`src/rtl/apx_pkg.sv`:
```
// Shared sizing for the windowed approximate multiplier.
// Assumes the operand width is twice the segment width and the
// segment width is twice the nibble width used by the core.
package apx_pkg;
    parameter int OP_W   = 16;
    parameter int SEG_W  = OP_W / 2;
    parameter int NIB_W  = SEG_W / 2;
    parameter int CORE_W = 2 * SEG_W;
    parameter int PROD_W = 2 * OP_W;
endpackage

```
`src/rtl/apx_rca.sv`:
```
// Ripple-carry adder of W bits built from a chain of full adders.
// Assumes nothing about its inputs; carry out is bit W of the sum.
module apx_rca #(
    parameter int W = 8
) (
    input  logic [W-1:0] a_i,
    input  logic [W-1:0] b_i,
    input  logic         ci_i,
    output logic [W-1:0] s_o,
    output logic         co_o
);
    logic [W:0] c;

    assign c[0] = ci_i;

    // one full adder per bit, carry rippling upward
    for (genvar k = 0; k < W; k++) begin : g_fa
        assign s_o[k]  = a_i[k] ^ b_i[k] ^ c[k];
        assign c[k+1]  = (a_i[k] & b_i[k]) | (c[k] & (a_i[k] ^ b_i[k]));
    end

    assign co_o = c[W];
endmodule

```
`src/rtl/apx_vc_mul4.sv`:
```
// 4x4 unsigned multiplier formed column by column: each column sums
// its AND-gate bit products plus the carry of the column below, the
// low bit is the result bit and the rest carries on; the last carry
// becomes the top result bit. Assumes 4-bit operands (three-bit
// column accumulator is wide enough for that size).
module apx_vc_mul4 #(
    parameter int NW = apx_pkg::NIB_W
) (
    input  logic [NW-1:0]   a_i,
    input  logic [NW-1:0]   b_i,
    output logic [2*NW-1:0] p_o
);
    localparam int COLS = 2 * NW - 1;

    logic [2:0] carry_last;

    // column-wise accumulation of crosswise bit products
    always_comb begin
        logic [2:0] carry;
        logic [2:0] acc;
        carry = '0;
        p_o   = '0;
        for (int k = 0; k < COLS; k++) begin
            acc = carry;
            for (int i = 0; i < NW; i++) begin
                if ((k - i) >= 0 && (k - i) < NW) begin
                    acc = acc + 3'(a_i[i] & b_i[k-i]);
                end
            end
            p_o[k] = acc[0];
            carry  = acc >> 1;
        end
        p_o[2*NW-1] = carry[0];
        carry_last  = carry;
    end

    // the last column never carries more than one bit
    always_comb begin

        col_carry_chk: assert (carry_last[2:1] == 2'b00)
            else $error("column carry overflow");
    end

    // the sub-multiplier is exact
    always_comb begin

        sub_exact_chk: assert (p_o == (2*NW)'(a_i) * (2*NW)'(b_i))
            else $error("4x4 product wrong");
    end
endmodule

```
`src/rtl/apx_vc_mul8.sv`:
```
// Exact 8x8 unsigned multiplier made of four 4x4 column-wise blocks,
// one per nibble pairing, merged with three ripple-carry adders.
// Assumes SEG_W = 2 * NIB_W.
module apx_vc_mul8 #(
    parameter int SW = apx_pkg::SEG_W
) (
    input  logic [SW-1:0]   a_i,
    input  logic [SW-1:0]   b_i,
    output logic [2*SW-1:0] p_o
);
    localparam int HW = SW / 2;

    logic [SW-1:0] pp_ll, pp_hl, pp_lh, pp_hh;
    logic [SW-1:0] mid_s, mid2_s, top_s, top_b;
    logic          mid_c, mid2_c, top_c;

    apx_vc_mul4 #(.NW(HW)) u_ll (.a_i(a_i[HW-1:0]),  .b_i(b_i[HW-1:0]),  .p_o(pp_ll));
    apx_vc_mul4 #(.NW(HW)) u_hl (.a_i(a_i[SW-1:HW]), .b_i(b_i[HW-1:0]),  .p_o(pp_hl));
    apx_vc_mul4 #(.NW(HW)) u_lh (.a_i(a_i[HW-1:0]),  .b_i(b_i[SW-1:HW]), .p_o(pp_lh));
    apx_vc_mul4 #(.NW(HW)) u_hh (.a_i(a_i[SW-1:HW]), .b_i(b_i[SW-1:HW]), .p_o(pp_hh));

    // sum of the two cross terms
    apx_rca #(.W(SW)) u_add_mid (
        .a_i(pp_hl), .b_i(pp_lh), .ci_i(1'b0), .s_o(mid_s), .co_o(mid_c));

    // fold in the upper nibble of the low-low term
    apx_rca #(.W(SW)) u_add_mid2 (
        .a_i(mid_s), .b_i({{HW{1'b0}}, pp_ll[SW-1:HW]}), .ci_i(1'b0),
        .s_o(mid2_s), .co_o(mid2_c));

    // middle carries (at most one set) join the upper half of the middle sum
    assign top_b = {{(HW-1){1'b0}}, mid_c | mid2_c, mid2_s[SW-1:HW]};

    apx_rca #(.W(SW)) u_add_top (
        .a_i(pp_hh), .b_i(top_b), .ci_i(1'b0), .s_o(top_s), .co_o(top_c));

    assign p_o = {top_s, mid2_s[HW-1:0], pp_ll[HW-1:0]};

    // the two middle carries are never both set
    always_comb begin

        mid_carry_chk: assert (!(mid_c && mid2_c))
            else $error("double middle carry");
    end

    // the top adder never overflows
    always_comb begin

        top_carry_chk: assert (!top_c)
            else $error("top adder overflow");
    end

    // the core is exact
    always_comb begin

        core_exact_chk: assert (p_o == (2*SW)'(a_i) * (2*SW)'(b_i))
            else $error("8x8 core product wrong");
    end
endmodule

```
`src/rtl/apx_seg_pick.sv`:
```
// Keeps one byte of a 16-bit operand: the upper byte when it has any
// set bit, else the lower byte. The flag tells which window was kept.
module apx_seg_pick #(
    parameter int OW = apx_pkg::OP_W,
    parameter int SW = apx_pkg::SEG_W
) (
    input  logic [OW-1:0] op_i,
    output logic [SW-1:0] seg_o,
    output logic          hi_o
);
    // leading-one window choice
    always_comb begin
        hi_o  = |op_i[OW-1:SW];
        seg_o = hi_o ? op_i[OW-1:SW] : op_i[SW-1:0];
    end

    // flag set implies the kept byte is the upper byte and nonzero
    always_comb begin

        hi_win_chk: assert (!hi_o || (seg_o == op_i[OW-1:SW] && seg_o != '0))
            else $error("high window selection wrong");
    end

    // flag clear implies the operand fits in the low byte
    always_comb begin

        lo_win_chk: assert (hi_o || (OW'(seg_o) == op_i))
            else $error("low window selection wrong");
    end
endmodule

```
`src/rtl/apx_seg_mul.sv`:
```
// Top of the windowed approximate multiplier. Each operand keeps one
// byte; an exact 8x8 core multiplies them; a half adder on the two
// window flags picks a 0, 8 or 16-bit shift through a three-way mux.
// Purely combinational, unsigned operands only.
module apx_seg_mul #(
    parameter int OW = apx_pkg::OP_W
) (
    input  logic [OW-1:0]   opa_i,
    input  logic [OW-1:0]   opb_i,
    output logic [2*OW-1:0] prod_o
);
    localparam int SW = OW / 2;
    localparam int CW = 2 * SW;
    localparam int PW = 2 * OW;

    logic [SW-1:0] seg_a, seg_b;
    logic          hi_a, hi_b;
    logic [CW-1:0] core_p;
    logic          ha_sum, ha_cry;

    apx_seg_pick #(.OW(OW), .SW(SW)) u_pick_a (.op_i(opa_i), .seg_o(seg_a), .hi_o(hi_a));
    apx_seg_pick #(.OW(OW), .SW(SW)) u_pick_b (.op_i(opb_i), .seg_o(seg_b), .hi_o(hi_b));

    apx_vc_mul8 #(.SW(SW)) u_core (.a_i(seg_a), .b_i(seg_b), .p_o(core_p));

    // half adder on the window flags
    assign ha_sum = hi_a ^ hi_b;
    assign ha_cry = hi_a & hi_b;

    // three-way output shift mux
    always_comb begin
        if (ha_cry)      prod_o = PW'(core_p) << (2 * SW);
        else if (ha_sum) prod_o = PW'(core_p) << SW;
        else             prod_o = PW'(core_p);
    end

    // a zero operand yields zero
    always_comb begin

        zero_op_chk: assert (!(opa_i == '0 || opb_i == '0) || prod_o == '0)
            else $error("zero operand gave nonzero product");
    end

    // no shift keeps the upper half clear
    always_comb begin

        no_shift_chk: assert (hi_a || hi_b || prod_o[PW-1:CW] == '0)
            else $error("unshifted product has upper bits");
    end

    // full shift keeps the lower half clear
    always_comb begin

        full_shift_chk: assert (!(hi_a && hi_b) || prod_o[CW-1:0] == '0)
            else $error("16-bit shifted product has lower bits");
    end

    // approximation only ever rounds down
    always_comb begin

        no_over_chk: assert (prod_o <= PW'(opa_i) * PW'(opb_i))
            else $error("approximate product exceeds exact");
    end
endmodule

```
`config.mk`:
```
export PLATFORM = sky130hd
export DESIGN_NAME = apx_seg_mul
export DESIGN_NICKNAME = d
export VERILOG_FILES = /design/src/rtl/apx_pkg.sv /design/src/rtl/apx_rca.sv /design/src/rtl/apx_vc_mul4.sv /design/src/rtl/apx_vc_mul8.sv /design/src/rtl/apx_seg_pick.sv /design/src/rtl/apx_seg_mul.sv
export SDC_FILE = /design/constraint.sdc
export NUM_CORES = 1
export LEC_CHECK = 0
export ABC_CLOCK_PERIOD_IN_PS = 26900
export BUFFER_PORTS_ARGS = -buffer_cell sky130_fd_sc_hd__buf_4
export CAP_MARGIN = 30
export CORE_ASPECT_RATIO = 1.4
export CORE_MARGIN = 2
export CORE_UTILIZATION = 61
export DETAILED_ROUTE_END_ITERATION = 16
export MAX_ROUTING_LAYER = met4
export PLACE_DENSITY = 0.95
export SYNTH_ARGS = -nofsm -noshare
export SYNTH_HDL_FRONTEND = slang
export SYNTH_SLANG_ARGS = --single-unit
```
`constraint.sdc`:
```
create_clock -name vclk -period 26.9
set_input_delay 1.345 -clock vclk [all_inputs]
set_output_delay 1.345 -clock vclk [all_outputs]
set_load 0.01 [all_outputs]
```
==> run metrics, run 1 <==
layout cells sized above 1=0.219; Final Setup Violations=0; Tmin final=11.96 ns; Synth area leaders=fa_1, ha_1, nor2_1; Worst Setup End Kind=output pin; via count=2138; peak supply drop=0.0000909 V; fin util=0.774; Pre-Repair DR Iteration Count=4; Slowest-stage cell, CP=nor4_2; chip width=approximately 56 um; largest net degree at the start of global routing=30; DP HPWL=4970 um; Hold Path End=prod_o[0]; Final Cycle Share=0.445; Startpoint Class=input port; Avg Vias per Cell=5.76; Unique masters post-synth=25; fmax=83.6 MHz; Initial Util=0.632; Static Leak=1.42 nW; I/O pin cnt=64; WL per Instance=15.4 um; die area=4250 um2; Rows=26; Syn-to-layout area delta=22.5%; Crit path largest cell delay=0.63 ns; post-synth top area cell=fa_1; FF+latch count=0; Finished Cell Area=around 2800 um2; Final Hold Violating Endpoints=0; Hold Crit Start=opb_i[8]; Net Count, Synth=374; number of routed nets with antenna violations=0; first-pass GRT wire length=between 9000 and 10000 um; max cap viols=0; CP bufs+invs=10; residual DRC count=0; total gr overflow=0; post-CTS setup buffers=0; Seq. cell area=0 um2; total wire length=5730 um; Synth top area share=0.404; Worst Path Arrival=10.62 ns; Sum Neg Setup Slack=0 ns; placed instance area=2800 um2; Core Footprint=3610 um2; max_slew headroom=0.443; Top delay family on crit path=adder cells; Mapped Area=2280 um2; Seq/Total Area, Yosys=0; Iteration-0 DRC Markers=85; Tightest Pin Transition=0.831 ns; RSZ-0062 raised after global routing=false; height of the die=76.4 um; worst hold path class=input port to output pin; Hold-fix buffers, CTS=0; gp weighted congestion=just over 0.9; Post-synth top cells=nor2_1, inv_1, fa_1; number of global-route vias before repair=roughly 2200; Mean Syn Cell Area=8.45 um2; # diodes=0; Resized Gates After CTS=0; Total GRT Usage=0.288; CP max FO=8; status=finished, final reports clean; WHS Path Cells=4; worst path required time=~26 ns; Layout clock buffers=0; total number of yosys warnings=0; Final nets=435; top-count cell post-synth=nor2_1; Power Density=about 66 nW/um2; port bufs=64; crit path kind=input port to output pin; Crit path top cell by count=fa_1; Max Slew Vio Count=0; initial antenna violation count=0; Mapped Cells=270
==> per-stage QoR <==
| stage | cells | hold slack (ns) | power (mW) | setup slack, ns |
|---|---|---|---|---|
| 2_1_floorplan | 270 | 3.01 | 0.113 | 15.64 |
| 3_3_place_gp | 371 | 3.23 | 0.179 | 15.05 |
| 3_5_place_dp | 371 | 3.26 | 0.186 | 14.89 |
| 4_1_cts | 371 | 3.26 | 0.186 | 14.90 |
| 5_1_grt | 371 | 3.31 | 0.207 | 14.42 |
| 6_report | 371 | 3.28 | 0.185 | 14.94 |
==> power by group <==
part	switching, mW	internal (mW)
clock	0	0
sequential	0	0
combinational	0.0952	0.0900
total	0.0952	0.0900
==> area by class of cell <==
class	count	area, um2
fill	240	816
inverter	48	180
multi-input combinational	217	2080
tap	42	52.6
timing repair buffer	64	480
==> cells by family after synthesis <==
kind of cell / synth area share
buffers and inverters: 0.0872
AOI/OAI and AO/OA: 0.0806
and+or+nand+nor: 0.256
xor gates and xnor gates: 0.00384
adders and majority gates: 0.546
muxes: 0.0263
==> placed cells by master (no fill, tap or decap) <==
master,instances
buf_4,64
nor2_1,51
inv_1,48
fa_1,46
ha_1,26
or2_1,23
nand2_1,15
a31oi_1,13
and2_1,13
o21ai_0,7
mux2i_1,6
nor4_4,3
a31oi_2,2
nor3_1,2
nor4_2,1
a31oi_4,1
or2_2,1
xnor2_1,1
nand3_1,1
o31ai_1,1
a21oi_1,1
nand2b_1,1
o32ai_1,1
nor4_1,1
==> routing by layer <==
metal	global-route usage	wire length, um	part of all wire
met5	-	0	0
met4	0.134	260	0.045
met3	0.0323	356	0.062
met2	0.496	3100	0.54
met1	0.331	2010	0.35
==> worst max-delay path by stage <==
stage | from | slack (ns) | depth (start not counted) | end
after floorplan | opa_i[12] | 15.64 | 33 | prod_o[23]
after global placement | opb_i[9] | 15.05 | 37 | prod_o[23]
after detailed placement | opb_i[9] | 14.89 | 37 | prod_o[23]
after CTS | opb_i[9] | 14.90 | 37 | prod_o[23]
after global routing | opb_i[9] | 14.42 | 37 | prod_o[23]
final | opb_i[9] | 14.94 | 37 | prod_o[23]
(Power assumes the default switching activity.)
==> run 2, diff against run 1 <==
Settings changed: ABC_CLOCK_PERIOD_IN_PS 26900 to 11900, CORE_UTILIZATION 61 to 56.
Clock period 26.9 ns to 11.9 ns, I/O delays scaled along.
==> run 2 against run 1 <==
Effect of this change:
- die area up 8.4%
- worst setup slack worse by 14 ns
- sequential share of layout area unchanged
- critical path depth stayed put
- final cell count rose by 0.27%
- first-iteration DRC count grew 22%
- flip-flop and latch count stayed put
- utilization is 6.0 points lower
- clock-buffer cell count stayed put
- critical path type unchanged
- largest power group unchanged
==> run metrics, run 2 (synthesized netlist as in run 1, its figures left out) <==
max_slew headroom=0.441 (-0.00281); chip width=57.9 um (+4.1%); number of global-route vias before repair=2205 (+0.091%); largest net degree at the start of global routing=30 (unchanged); commonest non-fill, non-tap cells in the layout=buf_4, nor2_1, inv_1; Worst Path Arrival=10.09 ns (-0.53 ns); gp weighted congestion=0.858 (-5.9%); # diodes=0 (unchanged); Finished Cell Area=2800 um2 (about the same); DRT met1 WL=2100 um (+4.2%); Seq. cell area=0 um2 (unchanged); metal2 WL=3370 um (+8.8%); Worst Setup End Kind=output pin; placed cell count=372 (+0.27%); peak supply drop=0.000262 V (+190%); I/O pin cnt=64 (unchanged); Max Slew Vio Count=0 (unchanged); die area=4610 um2 (+8.4%); first-pass GRT wire length=9960 um (+2.8%); Pre-Repair DR Iteration Count=4 (unchanged); via count=2122 (-0.75%); Hold Crit Start=opb_i[8]; Total GRT Usage=0.282 (-0.00612); Hold-fix buffers, CTS=0 (unchanged); DP HPWL=5070 um (+2.0%); total gr overflow=0 (unchanged); setup ws final=1.22 ns (-13.72 ns); fmax=about 94 MHz; Layout clock buffers=0 (unchanged); Final Cycle Share=0.897; crit path kind=input port to output pin; Iteration-0 DRC Markers=104 (+22%); pre-CTS setup slack=1.29 ns (-13.60 ns); worst path required time=11.31 ns (-14.24 ns); height of the die=79.5 um (+4.1%); WL met3=355 um (-0.28%); total chip power=0.432 mW (+130%); DR top layer=met4; Resized Gates After CTS=0 (unchanged); WL per Instance=15.9 um (+2.8%); Tightest Pin Transition=0.839 ns (+0.00809 ns); Syn-to-layout area delta=22.6% (about the same); status=finished, final reports clean; Tmin final=roughly 11 ns; Final Setup Violations=0 (unchanged); Slowest-stage cell, CP=nor4_2; CP max FO=8 (unchanged); commonest non-fill, non-tap cell in the layout=buf_4; Avg Vias per Cell=5.70 (-1.0%); Initial Util=0.582 (-0.0496); Crit path largest cell delay=0.73 ns (+0.10 ns); Static Leak=1.42 nW (unchanged); total wire length=5910 um (+3.1%); Sum Neg Setup Slack=0 ns (unchanged); Crit. Startpoint=opb_i[9]; RSZ-0062 raised after global routing=false; Final nets=435 (unchanged); number of routed nets with antenna violations=0 (unchanged); Startpoint Class=input port; Rows=27 (+3.8%); port bufs=64 (unchanged); layout cells sized above 1=0.219 (unchanged); worst hold path class=input port to output pin; Power Density=155 nW/um2 (+130%); residual DRC count=0 (unchanged); Core Footprint=3920 um2 (+8.5%); Non-Filler Instances=372 (+0.27%); Crit path top cell by count=fa_1; initial antenna violation count=0 (unchanged); Final Hold Violating Endpoints=0 (unchanged); max cap viols=0 (unchanged); placed instance area=2800 um2 (about the same); FF+latch count=0 (unchanged); post-CTS setup buffers=0 (unchanged)
-- run 2: path summary, 6_finish.rpt --
path / end / slack [ns] / depth (start not counted)
worst min-delay path: prod_o[16] / 1.72 / 4
worst max-delay path: prod_o[23] / 1.22 / 37
-- run 2: report_power, final --
| part | switching (mW) | internal (mW) |
|---|---|---|
| sequential | 0 | 0 |
| clock | 0 | 0 |
| combinational | 0.226 | 0.207 |
-- run 2: layer usage --
layer	GRT usage	vias up
met5	-	-
met4	0.0512	0
met3	0.00972	8
met2	0.539	95
met1	0.325	1050
li1	-	969
-- run 2: per-stage QoR --
step                 util  hold WS, ns
finish              0.714         1.72
global route        0.714         1.74
CTS                 0.714         1.72
detailed placement  0.714         1.72
global placement    0.714         1.74
floorplan               -         1.51
-- run 2: layout make-up --
cell class / count / area, um2
multi-input cells: 217 / 2080
fillers: 322 / 1120
repair buffers: 64 / 480
inverters: 48 / 180
well taps: 43 / 53.8
-- run 2: critical path: cells and delay by family --
family / cells / cell delay, ns
simple gates: 3 / 1.02
buf+inv: 10 / 0.73
fa+ha+maj: 21 / 6.86
compound gates: 2 / 0.59
xor+xnor: 1 / 0.27
